**config.mk**
```make
export PLATFORM = sky130hd
export DESIGN_NAME = lcd_anim_engine
export DESIGN_NICKNAME = d
export VERILOG_FILES = /design/src/rtl/lcd_anim_pkg.sv /design/src/rtl/lcd_anim_regs.sv /design/src/rtl/lcd_anim_shifter.sv /design/src/rtl/lcd_anim_combine.sv /design/src/rtl/lcd_anim_engine.sv
export SDC_FILE = /design/constraint.sdc
export NUM_CORES = 1
export LEC_CHECK = 0
export CAP_MARGIN = 20
export CORE_ASPECT_RATIO = 1.25
export CORE_MARGIN = 10
export CORE_UTILIZATION = 45
export DETAILED_ROUTE_END_ITERATION = 8
export DONT_BUFFER_PORTS = 1
export HOLD_SLACK_MARGIN = 0.1
export PLACE_DENSITY_LB_ADDON = 0.08
export SYNTH_ARGS = -nofsm -noshare
export SYNTH_HDL_FRONTEND = slang
export SYNTH_SLANG_ARGS = --single-unit
```
**constraint.sdc**
```tcl
create_clock -name clk -period 1.8 [get_ports clk]
set_clock_uncertainty 0.05 [all_clocks]
set_input_delay 0.36 -clock clk [delete_from_list [all_inputs] [get_ports clk]]
set_output_delay 0.36 -clock clk [all_outputs]
set_load 0.1 [all_outputs]
```
**src/rtl/lcd_anim_pkg.sv**
```systemverilog
package lcd_anim_pkg;
  localparam logic [1:0] ADDR_PAT_A = 2'd0;
  localparam logic [1:0] ADDR_PAT_B = 2'd1;
  localparam logic [1:0] ADDR_CTRL  = 2'd2;
  localparam logic [1:0] ADDR_STAT  = 2'd3;

  typedef enum logic [1:0] {
    SH_NONE  = 2'b00,
    SH_LEFT  = 2'b01,
    SH_RIGHT = 2'b10,
    SH_RSVD  = 2'b11
  } shift_e;

  typedef struct packed {
    logic   grp_hi;
    logic   or_mode;
    shift_e b_shift;
    shift_e a_shift;
  } ctrl_t;
endpackage

```
**src/rtl/lcd_anim_regs.sv**
```systemverilog
module lcd_anim_regs
  import lcd_anim_pkg::*;
#(
  parameter int W      = 8,
  parameter int STATES = 16,
  localparam int SW    = $clog2(STATES)
) (
  input  logic          clk,
  input  logic          rst,
  input  logic          wr_en,
  input  logic [1:0]    wr_addr,
  input  logic [W-1:0]  wr_data,
  input  logic [1:0]    rd_addr,
  output logic [W-1:0]  rd_data,
  input  logic          frame_evt,
  output logic [W-1:0]  pat_a,
  output logic [W-1:0]  pat_b,
  output ctrl_t         ctrl,
  output logic [SW-1:0] state,
  output logic          load_a,
  output logic          load_b,
  output logic          step_a,
  output logic          step_b
);
  logic          advance;
  logic [SW-1:0] state_nx;

  assign load_a   = wr_en && (wr_addr == ADDR_PAT_A);
  assign load_b   = wr_en && (wr_addr == ADDR_PAT_B);
  assign advance  = frame_evt && !load_a && !load_b;
  assign state_nx = (state == SW'(STATES - 1)) ? '0 : state + 1'b1;
  assign step_a   = advance && state_nx[0];
  assign step_b   = advance && !state_nx[0];

  always_ff @(posedge clk) begin
    if (rst) begin
      pat_a <= '0;
      pat_b <= '0;
      ctrl  <= '0;
      state <= '0;
    end else begin
      if (load_a) pat_a <= wr_data;
      if (load_b) pat_b <= wr_data;
      if (wr_en && wr_addr == ADDR_CTRL) ctrl <= ctrl_t'(wr_data[$bits(ctrl_t)-1:0]);
      if (load_a || load_b) state <= '0;
      else if (advance)     state <= state_nx;
    end
  end

  always_comb begin
    case (rd_addr)
      ADDR_PAT_A: rd_data = pat_a;
      ADDR_PAT_B: rd_data = pat_b;
      ADDR_CTRL:  rd_data = W'(ctrl);
      default:    rd_data = W'(state);
    endcase
  end
endmodule

```
**src/rtl/lcd_anim_shifter.sv**
```systemverilog
module lcd_anim_shifter
  import lcd_anim_pkg::*;
#(
  parameter int W = 8
) (
  input  logic         clk,
  input  logic         rst,
  input  logic         load,
  input  logic [W-1:0] load_val,
  input  logic         step,
  input  shift_e       mode,
  output logic [W-1:0] work
);
  always_ff @(posedge clk) begin
    if (rst)       work <= '0;
    else if (load) work <= load_val;
    else if (step) begin
      case (mode)
        SH_LEFT:  work <= {work[W-2:0], work[W-1]};
        SH_RIGHT: work <= {work[0], work[W-1:1]};
        default:  work <= work;
      endcase
    end
  end
endmodule

```
**src/rtl/lcd_anim_combine.sv**
```systemverilog
module lcd_anim_combine #(
  parameter int W = 8,
  localparam int GROUPS = 2
) (
  input  logic [W-1:0]        work_a,
  input  logic [W-1:0]        work_b,
  input  logic                or_mode,
  input  logic                grp_hi,
  input  logic [GROUPS*W-1:0] seg_in,
  output logic [GROUPS*W-1:0] seg_out
);
  logic [W-1:0] anim;
  assign anim = or_mode ? (work_a | work_b) : (work_a & work_b);

  for (genvar g = 0; g < GROUPS; g++) begin : g_grp
    assign seg_out[g*W +: W] = seg_in[g*W +: W] |
                               ((grp_hi == 1'(g)) ? anim : '0);
  end
endmodule

```
**src/rtl/lcd_anim_engine.sv**
```systemverilog
module lcd_anim_engine
  import lcd_anim_pkg::*;
#(
  parameter int W      = 8,
  parameter int STATES = 16,
  localparam int SW    = $clog2(STATES),
  localparam int SEGS  = 2 * W
) (
  input  logic            clk,
  input  logic            rst,
  input  logic            wr_en,
  input  logic [1:0]      wr_addr,
  input  logic [W-1:0]    wr_data,
  input  logic [1:0]      rd_addr,
  output logic [W-1:0]    rd_data,
  input  logic            frame_evt,
  input  logic [SEGS-1:0] seg_in,
  output logic [SEGS-1:0] seg_out
);
  logic [W-1:0]  pat_a, pat_b, work_a, work_b;
  ctrl_t         ctrl;
  logic [SW-1:0] state;
  logic          load_a, load_b, step_a, step_b;

  lcd_anim_regs #(.W(W), .STATES(STATES)) u_regs (
    .clk(clk), .rst(rst), .wr_en(wr_en), .wr_addr(wr_addr), .wr_data(wr_data),
    .rd_addr(rd_addr), .rd_data(rd_data), .frame_evt(frame_evt),
    .pat_a(pat_a), .pat_b(pat_b), .ctrl(ctrl), .state(state),
    .load_a(load_a), .load_b(load_b), .step_a(step_a), .step_b(step_b)
  );

  lcd_anim_shifter #(.W(W)) u_shift_a (
    .clk(clk), .rst(rst), .load(load_a), .load_val(wr_data),
    .step(step_a), .mode(ctrl.a_shift), .work(work_a)
  );

  lcd_anim_shifter #(.W(W)) u_shift_b (
    .clk(clk), .rst(rst), .load(load_b), .load_val(wr_data),
    .step(step_b), .mode(ctrl.b_shift), .work(work_b)
  );

  lcd_anim_combine #(.W(W)) u_comb (
    .work_a(work_a), .work_b(work_b), .or_mode(ctrl.or_mode),
    .grp_hi(ctrl.grp_hi), .seg_in(seg_in), .seg_out(seg_out)
  );
endmodule

```
==> metrics, run 1 <==
outcome complete, but fails checks; failing checks negative setup slack; yosys warns 0; Clk Latency, worst-skew pair about 300 ps; Filler Cells Inserted roughly 460; Hold Worst Slack between 100 and 150 ps; Reg area between 800 and 900 um^2; sequential power share 0.452; switching portion of total power 0.3240; Mapped Area ~0.0025 mm^2; Final Setup Violations 15; Hold Path Class primary input to flop; Clk network pwr share 0.297; final hold violations 0; DR DRC count 0; dominant synthesized flop cell dfxtp_1; number of synthesized flops with an enable pin 0; Max Cap Violations 0; fin worst setup slack -95.28 ps; Critical R2R Capture u_shift_a.work[6]; dpl hpwl between 5 and 6 mm; Core Rows 30; WHS Path Cells 2; I/O pin cnt 56; core area between 0.005 and 0.006 mm^2; initial antenna violation count 0; routed wire length 7.217 mm; GRT overflow 0; reg2reg path depth 6; Worst setup endpoint rd_data[0]; CP endpoint kind primary output; setup tns final -356.0 ps; Startpoint Class flop; Cell Pwr Density between 600 and 700 mW/mm^2; H-tree Lvls 2; vias in the first global route 2278; Die W 86.32 um; Net count, final 340; crit path launch u_regs.state[0]; number of I/O port buffers 0; #FFs+latches synth 42; Crit Path Max Fanout 2; pre-CTS setup slack a little over 70 ps; Avg WL per Cell 19.40 um; DIE AREA approximately 0.0089 mm^2; ANT cells 0; Worst-path clk slew ~90 ps; worst setup path class flop to primary output; fin crit share 1.053; sequential area share after synthesis 0.3399; max frequency between 500 and 600 MHz; VDD IR-drop max around 0.32 mV; slowest stage cell, crit path mux4_2; Die Ht between 100 and 150 um; post-route ant nets 0; internal power 1494 uW; RSZ-0062 raised after global routing true; share of layout cells above drive strength 1 0.4123; DR vias 2187; fin crit period 1895 ps; WP data arrival roughly 1500 ps; CP required 1390 ps; Netlist cell types 44; Avg Inst Size Synth 9.230 um^2; global-route wire length before repair ~12 mm; CTS tree built; Slew headroom 0.3484; Tightest Pin Transition just under 1000 ps; Max Slew Vio Count 0; Reg2Reg Launch Point u_regs.state[0]; DR iter-0 viols 96; CP cell instances buf_6 -> mux4_2; Leakage between 0.001 and 0.0015 uW; Pre-antenna DRT Iters 4; GPL Wtd Cong approximately 0.85; worst stage delay on the critical path 740 ps; combinational fraction of design power 0.251; Initial Util 0.4608; area of the multi-input gates roughly 0.0017 mm^2; maximum clock path buffer count 2; clock root cell clkbuf_8; TritonCTS Buffers 5; largest net degree at the start of global routing 34; Total GRT Usage 0.1648; layout overhead on the synthesized area 39.40%; Syn Nets roughly 300; number of clock sinks 42; async set or reset register ratio after synthesis 0; Post-Syn Instances around 270; Sw Pwr between 700 and 800 uW; DR vias/cell slightly below 6; R2R setup slack roughly 70 ps
==> state kept, by name (all words and copies together) (netlist names) <==
name	flops
u_shift_a.work	8
u_shift_b.work	8
u_regs.pat_a	8
u_regs.ctrl	6
u_regs.state	4
u_regs.pat_b	8
==> how the worst min path moves through the flow <==
stage / from / to / slack (ps)
2_1_floorplan: u_regs.pat_a[7] / u_regs.pat_a[7] / 380
4_1_cts: wr_data[2] / u_regs.pat_a[2] / 130
5_1_grt: wr_data[7] / u_regs.pat_a[7] / 130
3_5_place_dp: rst / u_regs.pat_a[0] / 390
3_3_place_gp: u_regs.pat_a[4] / u_regs.pat_a[4] / 390
6_report: wr_data[6] / u_regs.pat_a[6] / 130
==> per-layer routing <==
metal  wire length [um]  vias to the layer above  GRT usage
met5                  0                        -          0
met4                168                        0    0.07241
met3                493                       11    0.05613
met2               3491                       69     0.2808
met1               3063                     1035     0.1819
li1                   -                     1072          -
==> cell type report <==
class / count / share of cell area
Clock inverter: 2 / 0.003628
Timing Repair Buffer: 53 / 0.1912
Sequential cell: 42 / 0.2493
Tap cell: 64 / 0.02322
Multi-Input combinational cell: 204 / 0.5065
Inverter: 1 / 0.002177
Clock buffer: 6 / 0.02395
==> power groups by stage <==
stage | logic, uW | registers, uW | clock network, uW
CTS | 549 | 995 | 664
global route | 583 | 1000 | 696
global placement | 522 | 1010 | 0
detailed placement | 524 | 1010 | 0
floorplan | 421 | 1000 | 0
finish | 555 | 998 | 657
==> critical path, delay by kind of cell (launching register included) <==
| family | cells | cell delay [ps] |
|---|---|---|
| muxes | 1 | 740 |
| buffers and inverters | 1 | 110 |
| DFF | 1 | 330 |
==> what timing repair did <==
action                                  CTS  global route
pin swaps                                 0             3
endpoints found under the hold margin    24             0
setup buffers                            11             4
endpoints found under the setup margin   21            28
resized for setup                        19            14
hold buffers                              1             0
gates cloned                              0             0
==> cells in the final DEF (no fill, tap or decap), types with 4 or more instances in the layout <==
cell	instances
buf_4	26
o311ai_2	4
mux2i_1	19
o21a_1	8
o221ai_1	6
buf_6	7
mux2_2	6
a21oi_1	21
buf_12	18
nand4b_1	14
nand3b_1	9
clkbuf_8	6
dfxtp_2	12
dfxtp_1	29
mux4_2	4
o21bai_4	16
nor2_1	12
nand2_1	43
a21oi_2	6
==> synthesized netlist by cell type, types with 2 or more instances <==
| cell type | instances | area, um^2 |
|---|---|---|
| nand2_1 | 43 | 161.4 |
| dfxtp_1 | 42 | 840.8 |
| a21oi_1 | 27 | 135.1 |
| mux2i_1 | 19 | 190.2 |
| o21bai_1 | 16 | 120.1 |
| nand4b_1 | 14 | 122.6 |
| nor2_1 | 14 | 52.55 |
| nand3b_1 | 9 | 67.56 |
| clkbuf_1 | 8 | 30.03 |
| o21a_1 | 8 | 60.06 |
| mux2_2 | 6 | 67.56 |
| o221ai_1 | 6 | 52.55 |
| buf_2 | 5 | 25.02 |
| buf_6 | 4 | 45.04 |
| o311ai_2 | 4 | 65.06 |
| mux4_2 | 3 | 67.56 |
| o21ai_0 | 3 | 15.01 |
| o311ai_1 | 3 | 26.28 |
| a221oi_1 | 2 | 17.52 |
| a22o_2 | 2 | 20.02 |
| buf_4 | 2 | 15.01 |
| nand2b_1 | 2 | 12.51 |
| nor2b_1 | 2 | 12.51 |
| nor3_1 | 2 | 10.01 |
| or3_1 | 2 | 12.51 |
| xor2_1 | 2 | 17.52 |
==> per-stage QoR <==
stage                     power [uW]  std cells  instance area (um^2)  utilization
after floorplan                 1424        268                  2685            -
after global placement          1535        349                  3138       0.5846
after detailed placement        1538        349                  3138       0.5846
after CTS                       2207        368                  3368       0.6275
after global routing            2281        372                  3448       0.6424
final                           2210        372                  3448       0.6424
==> logic make-up after synthesis <==
| logic type | count (synthesis) | share of synthesized area |
|---|---|---|
| and+or+nand+nor | 98 | 0.2231 |
| buffers and inverters | 22 | 0.05513 |
| xor gates and xnor gates | 2 | 0.007083 |
| adders and majority gates | 1 | 0.005057 |
| muxes | 29 | 0.1421 |
| AOI/OAI and AO/OA | 74 | 0.2276 |
| DFF | 42 | 0.3399 |
Power figures use the tool's default switching activity.
==> run 2: changes to the inputs <==
PLACE_DENSITY_LB_ADDON = unset   (was 0.08)
==> metrics, run 2 (same netlist as run 1, synthesis figures left out) <==
outcome complete, but fails checks (unchanged); failing checks negative setup slack (unchanged); worst setup path class flop to primary output (unchanged); Startpoint Class flop (unchanged); initial antenna violation count 0 (unchanged); CP endpoint kind primary output (unchanged); Tightest Pin Transition 911.3 ps (was 974.3 ps); final hold violations 0 (unchanged); Pre-antenna DRT Iters 4 (unchanged); core area 0.005368 mm^2 (unchanged); sequential power share 0.457 (was 0.452); final non-filler cell area 0.003418 mm^2 (was 0.003448 mm^2); clock root cell clkbuf_8 (unchanged); routed wire length 7.234 mm (was 7.217 mm); fin crit share 1.049 (was 1.053); number of I/O port buffers 0 (unchanged); Worst-path clk slew 80 ps (was 90 ps); global-route wire length before repair 11.65 mm (was 11.76 mm); Cell Pwr Density 634.7 mW/mm^2 (was 641.0 mW/mm^2); I/O pin cnt 56 (unchanged); WP data arrival 1480 ps (was 1490 ps); met3 wire len 601 um (was 493 um); CTS tree built (unchanged); internal power 1488 uW (was 1494 uW); Sw Pwr 681.3 uW (was 716.2 uW); Clk network pwr share 0.289 (was 0.297); Initial Util 0.4608 (unchanged); fin crit period 1887 ps (was 1895 ps); H-tree Lvls 2 (unchanged); Max Cap Violations 0 (unchanged); Total GRT Usage 0.1647 (was 0.1648); VDD IR-drop max 0.3549 mV (was 0.3242 mV); switching portion of total power 0.3140 (was 0.3240); WL met1 2.890 mm (was 3.063 mm); Die W 86.32 um (unchanged); Clk Latency, worst-skew pair 290 ps (was 300 ps); DR vias 2178 (was 2187); Cell Area, Placed 0.003146 mm^2 (was 0.003138 mm^2); TritonCTS Buffers 5 (unchanged); Hold Worst Slack 136.9 ps (was 129.5 ps); metal2 WL 3.636 mm (was 3.491 mm); Core Rows 30 (unchanged); Crit Path Max Fanout 2 (unchanged); Final Setup Violations 12 (was 15); max frequency 529.8 MHz (was 527.6 MHz); dpl hpwl 5.271 mm (was 5.192 mm); DR DRC count 0 (unchanged); number of clock sinks 42 (unchanged); combinational fraction of design power 0.254 (was 0.251); DIE AREA 0.008881 mm^2 (unchanged); post-route ant nets 0 (unchanged); Filler Cells Inserted 461 (was 462); Net count, final 339 (was 340); Leakage 0.001258 uW (was 0.001273 uW); Hold Path Class primary input to flop (unchanged); topmost layer with routed signal wires met4 (unchanged); most frequent cells in the layout nand2_1 (43), dfxtp_1 (31), buf_4 (27) (was nand2_1 (43), dfxtp_1 (29), buf_4 (26)); maximum clock path buffer count 2 (unchanged); DR vias/cell 5.871 (was 5.879); fin worst setup slack -87.35 ps (was -95.28 ps); layout overhead on the synthesized area 38.19% (was 39.40%); GRT overflow 0 (unchanged); Avg WL per Cell 19.50 um (was 19.40 um); RSZ-0062 raised after global routing true (unchanged); vias in the first global route 2249 (was 2278); pre-CTS setup slack 121.8 ps (was 72.36 ps); DR iter-0 viols 154 (was 96); GPL Wtd Cong 0.8312 (was 0.8469); largest net degree at the start of global routing 34 (unchanged); Die Ht 102.9 um (unchanged); share of layout cells above drive strength 1 0.3844 (was 0.4123); CP required 1390 ps (about the same); Max Slew Vio Count 0 (unchanged); commonest non-fill, non-tap cell in the layout nand2_1 (unchanged); ANT cells 0 (unchanged); Slew headroom 0.3905 (was 0.3484)
-- run 2: changes by cell type in the layout (fill, tap and decap cells not counted), sizes merged --
cell	delta
clkinvlp	-1
buf	-1
clkbuf	+1
-- run 2: final timing paths --
kind,from,end,slack (ps),cells after the start
worst max-delay path,u_regs.state[1],rd_data[1],-90,2
worst min-delay path,rst,u_shift_a.work[5],140,1
worst max register to register,u_regs.state[0],u_shift_a.work[0],110,5
worst min register to register,u_regs.pat_a[3],u_regs.pat_a[3],410,2
-- run 2: timing repair --
| action | in CTS | in global routing |
|---|---|---|
| setup buffers | 8 | 6 |
| hold buffers | 1 | 0 |
| hold endpoints to repair | 24 | 0 |
| resized for setup | 22 | 7 |
| setup endpoints to repair | 20 | 27 |
| pin swaps | 1 | 1 |
-- run 2: worst max-delay path, stage by stage, from the launching register on --
cell,delay [ps]
dfxtp_2,330
buf_6,110
mux4_2,740
-- run 2: metal layers --
layer	vias up	global-route usage
met3	7	0.06324
met2	67	0.2814
met1	1035	0.1811
li1	1069	-
met5	-	0
met4	0	0.06117
-- run 2: cell type report --
type | instances | area, um^2 | share of cell area
well taps | 64 | 80.08 | 0.02343
inverters | 1 | 7.507 | 0.002196
multi-input cells | 204 | 1723 | 0.5040
clock buffers | 7 | 86.33 | 0.02526
flip-flops and latches | 42 | 864.6 | 0.2529
clock inverters | 1 | 5.005 | 0.001464
repair buffers | 52 | 651.9 | 0.1907
-- run 2: power by group through the flow --
stage	logic [uW]	registers [uW]	clock network, uW
5_1_grt	577	996	671
6_report	552	991	627
4_1_cts	545	990	637
3_5_place_dp	526	1010	0
2_1_floorplan	421	1000	0
3_3_place_gp	521	1010	0
-- run 2: through the flow --
stage               power [uW]  std cells  TNS, ps    util
floorplan                 1424        268   -132.8       -
global placement          1534        350        0  0.5860
detailed placement        1539        350        0  0.5860
CTS                       2173        365   -441.1  0.6235
global route              2243        371    -1210  0.6368
finish                    2169        371   -289.4  0.6368
==> run 3: changes to the inputs <==
CORE_MARGIN = 1   (was 10)
==> metrics, run 3 (same netlist as run 1, synthesis figures left out) <==
outcome complete, but fails checks (unchanged); failing checks negative setup slack (unchanged); core area 0.005189 mm^2 (was 0.005368 mm^2); worst stage delay on the critical path 370 ps (was 740 ps); DR iter-0 viols 119 (was 154); Sw Pwr 696.4 uW (was 681.3 uW); vias in the first global route 2194 (was 2249); final hold violations 0 (unchanged); Die Ht 84.90 um (was 102.9 um); fin worst setup slack -92.69 ps (was -87.35 ps); Max Cap Violations 0 (unchanged); Initial Util 0.4767 (was 0.4608); GRT overflow 0 (unchanged); global-route wire length before repair 10.78 mm (was 11.65 mm); Crit path top cell by count buf_6; RSZ-0062 raised after global routing true (unchanged); I/O pin cnt 56 (unchanged); slowest stage cell, crit path dfxtp_4 (was mux4_2); VDD IR-drop max 0.5110 mV (was 0.3549 mV); fin crit period 1893 ps (was 1887 ps); switching portion of total power 0.2822 (was 0.3140); most frequent cells in the layout nand2_1 (43), dfxtp_1 (27), buf_4 (25) (was nand2_1 (43), dfxtp_1 (31), buf_4 (27)); Worst Path Buf+Inv 3 (was 1); CTS tree built (unchanged); Pre-antenna DRT Iters 4 (unchanged); Worst path top cell family by delay buffers and inverters (was multiplexers); clock root cell clkbuf_8 (unchanged); post-layout util 0.6639 (was 0.6368); Avg WL per Cell 18.85 um (was 19.50 um); WP data arrival 1480 ps (about the same); Startpoint Class flop (unchanged); commonest non-fill, non-tap cell in the layout nand2_1 (unchanged); Leakage 0.001268 uW (was 0.001258 uW); H-tree Lvls 2 (unchanged); Total GRT Usage 0.2538 (was 0.1647); Core Rows 29 (was 30); Die W 68.32 um (was 86.32 um); post-route ant nets 0 (unchanged); fin crit share 1.051 (was 1.049); worst setup path class flop to primary output (unchanged); CP required 1390 ps (about the same); Tightest Pin Transition 936.7 ps (was 911.3 ps); CP cell instances buf_6 -> o21a_1 -> a21oi_2 -> buf_6 -> o21bai_4 -> buf_12 (was buf_6 -> mux4_2); Hold Path Class primary input to flop (unchanged); number of I/O port buffers 0 (unchanged); DR DRC count 0 (unchanged); Final Setup Violations 16 (was 12); Worst-path clk slew 80 ps (about the same); Cell Pwr Density 716.3 mW/mm^2 (was 634.7 mW/mm^2); initial antenna violation count 0 (unchanged); ANT cells 0 (unchanged); sequential power share 0.403 (was 0.457); share of layout cells above drive strength 1 0.3980 (was 0.3844); CP endpoint kind primary output (unchanged); dpl hpwl 4.791 mm (was 5.271 mm); routed wire length 6.899 mm (was 7.234 mm); combinational fraction of design power 0.223 (was 0.254); number of clock sinks 42 (unchanged); TritonCTS Buffers 5 (unchanged); DR vias/cell 5.975 (was 5.871); largest net degree at the start of global routing 34 (unchanged); DR vias 2187 (was 2178); Clk Latency, worst-skew pair 300 ps (was 290 ps); Inst Count DP 350 (unchanged); pre-CTS setup slack 153.7 ps (was 121.8 ps); layout overhead on the synthesized area 39.25% (was 38.19%); internal power 1771 uW (was 1488 uW); final std cells w/o fill 366 (was 371); maximum clock path buffer count 2 (unchanged); DIE AREA 0.005800 mm^2 (was 0.008881 mm^2); Max Slew Vio Count 0 (unchanged); Clk network pwr share 0.374 (was 0.289); GPL Wtd Cong 0.7544 (was 0.8312); Crit Path Max Fanout 6 (was 2); Net count, final 336 (was 339); Slew headroom 0.3735 (was 0.3905); max frequency 528.3 MHz (was 529.8 MHz)
run 3: worst reg2reg max path, delay by kind of cell (launching register included):
kind | cells | cell delay, ps
adder cells (fa/ha/maj) | 1 | 250
AO/OA/AOI/OAI | 3 | 800
flip-flops | 1 | 360
AND/OR/NAND/NOR | 1 | 80
run 3: repair_timing:
action,in CTS,in global routing
gates cloned,0,0
setup buffers,8,3
endpoints found under the hold margin,24,0
endpoints found under the setup margin,20,27
resized for setup,20,11
hold buffers,1,0
pin swaps,0,5
run 3: final cells by class:
class / instances / area [um^2]
fillers: 434 / 1744
multi-input cells: 204 / 1734
flip-flops and latches: 42 / 864.6
repair buffers: 49 / 618.1
clock buffers: 6 / 82.58
well taps: 62 / 77.57
clock inverters: 2 / 60.06
inverters: 1 / 7.507
run 3: worst paths after layout:
| path | start | endpoint | slack (ps) | depth (start not counted) |
|---|---|---|---|---|
| setup / recovery | u_regs.ctrl[4] | seg_out[3] | -90 | 6 |
| hold / removal | rst | u_shift_a.work[5] | 130 | 1 |
| setup reg to reg | u_regs.state[0] | u_shift_a.work[6] | 120 | 5 |
| hold reg to reg | u_regs.pat_b[6] | u_regs.pat_b[6] | 410 | 2 |
run 3: metal layers:
layer  GRT usage  part of all wire
met5           0                 0
met4      0.1042             0.025
met3     0.05511             0.051
met2      0.4528              0.53
met1      0.2788              0.39
run 3: power groups by stage:
stage | Clock (uW) | Sequential, uW | Combinational [uW]
4_1_cts | 940 | 992 | 544
3_3_place_gp | 0 | 1010 | 523
3_5_place_dp | 0 | 1010 | 527
2_1_floorplan | 0 | 1000 | 421
6_report | 922 | 994 | 551
5_1_grt | 980 | 998 | 574
run 3: through the flow:
step	TNS, ps	instance area (um^2)	hold slack (ps)	total power, uW
final	-700.1	3445	130.2	2467
after global routing	-1623	3445	128.6	2552
after CTS	-452.2	3396	119.8	2476
after detailed placement	0	3158	387.1	1539
after global placement	0	3158	385.3	1534
after floorplan	-132.8	2685	383.3	1424
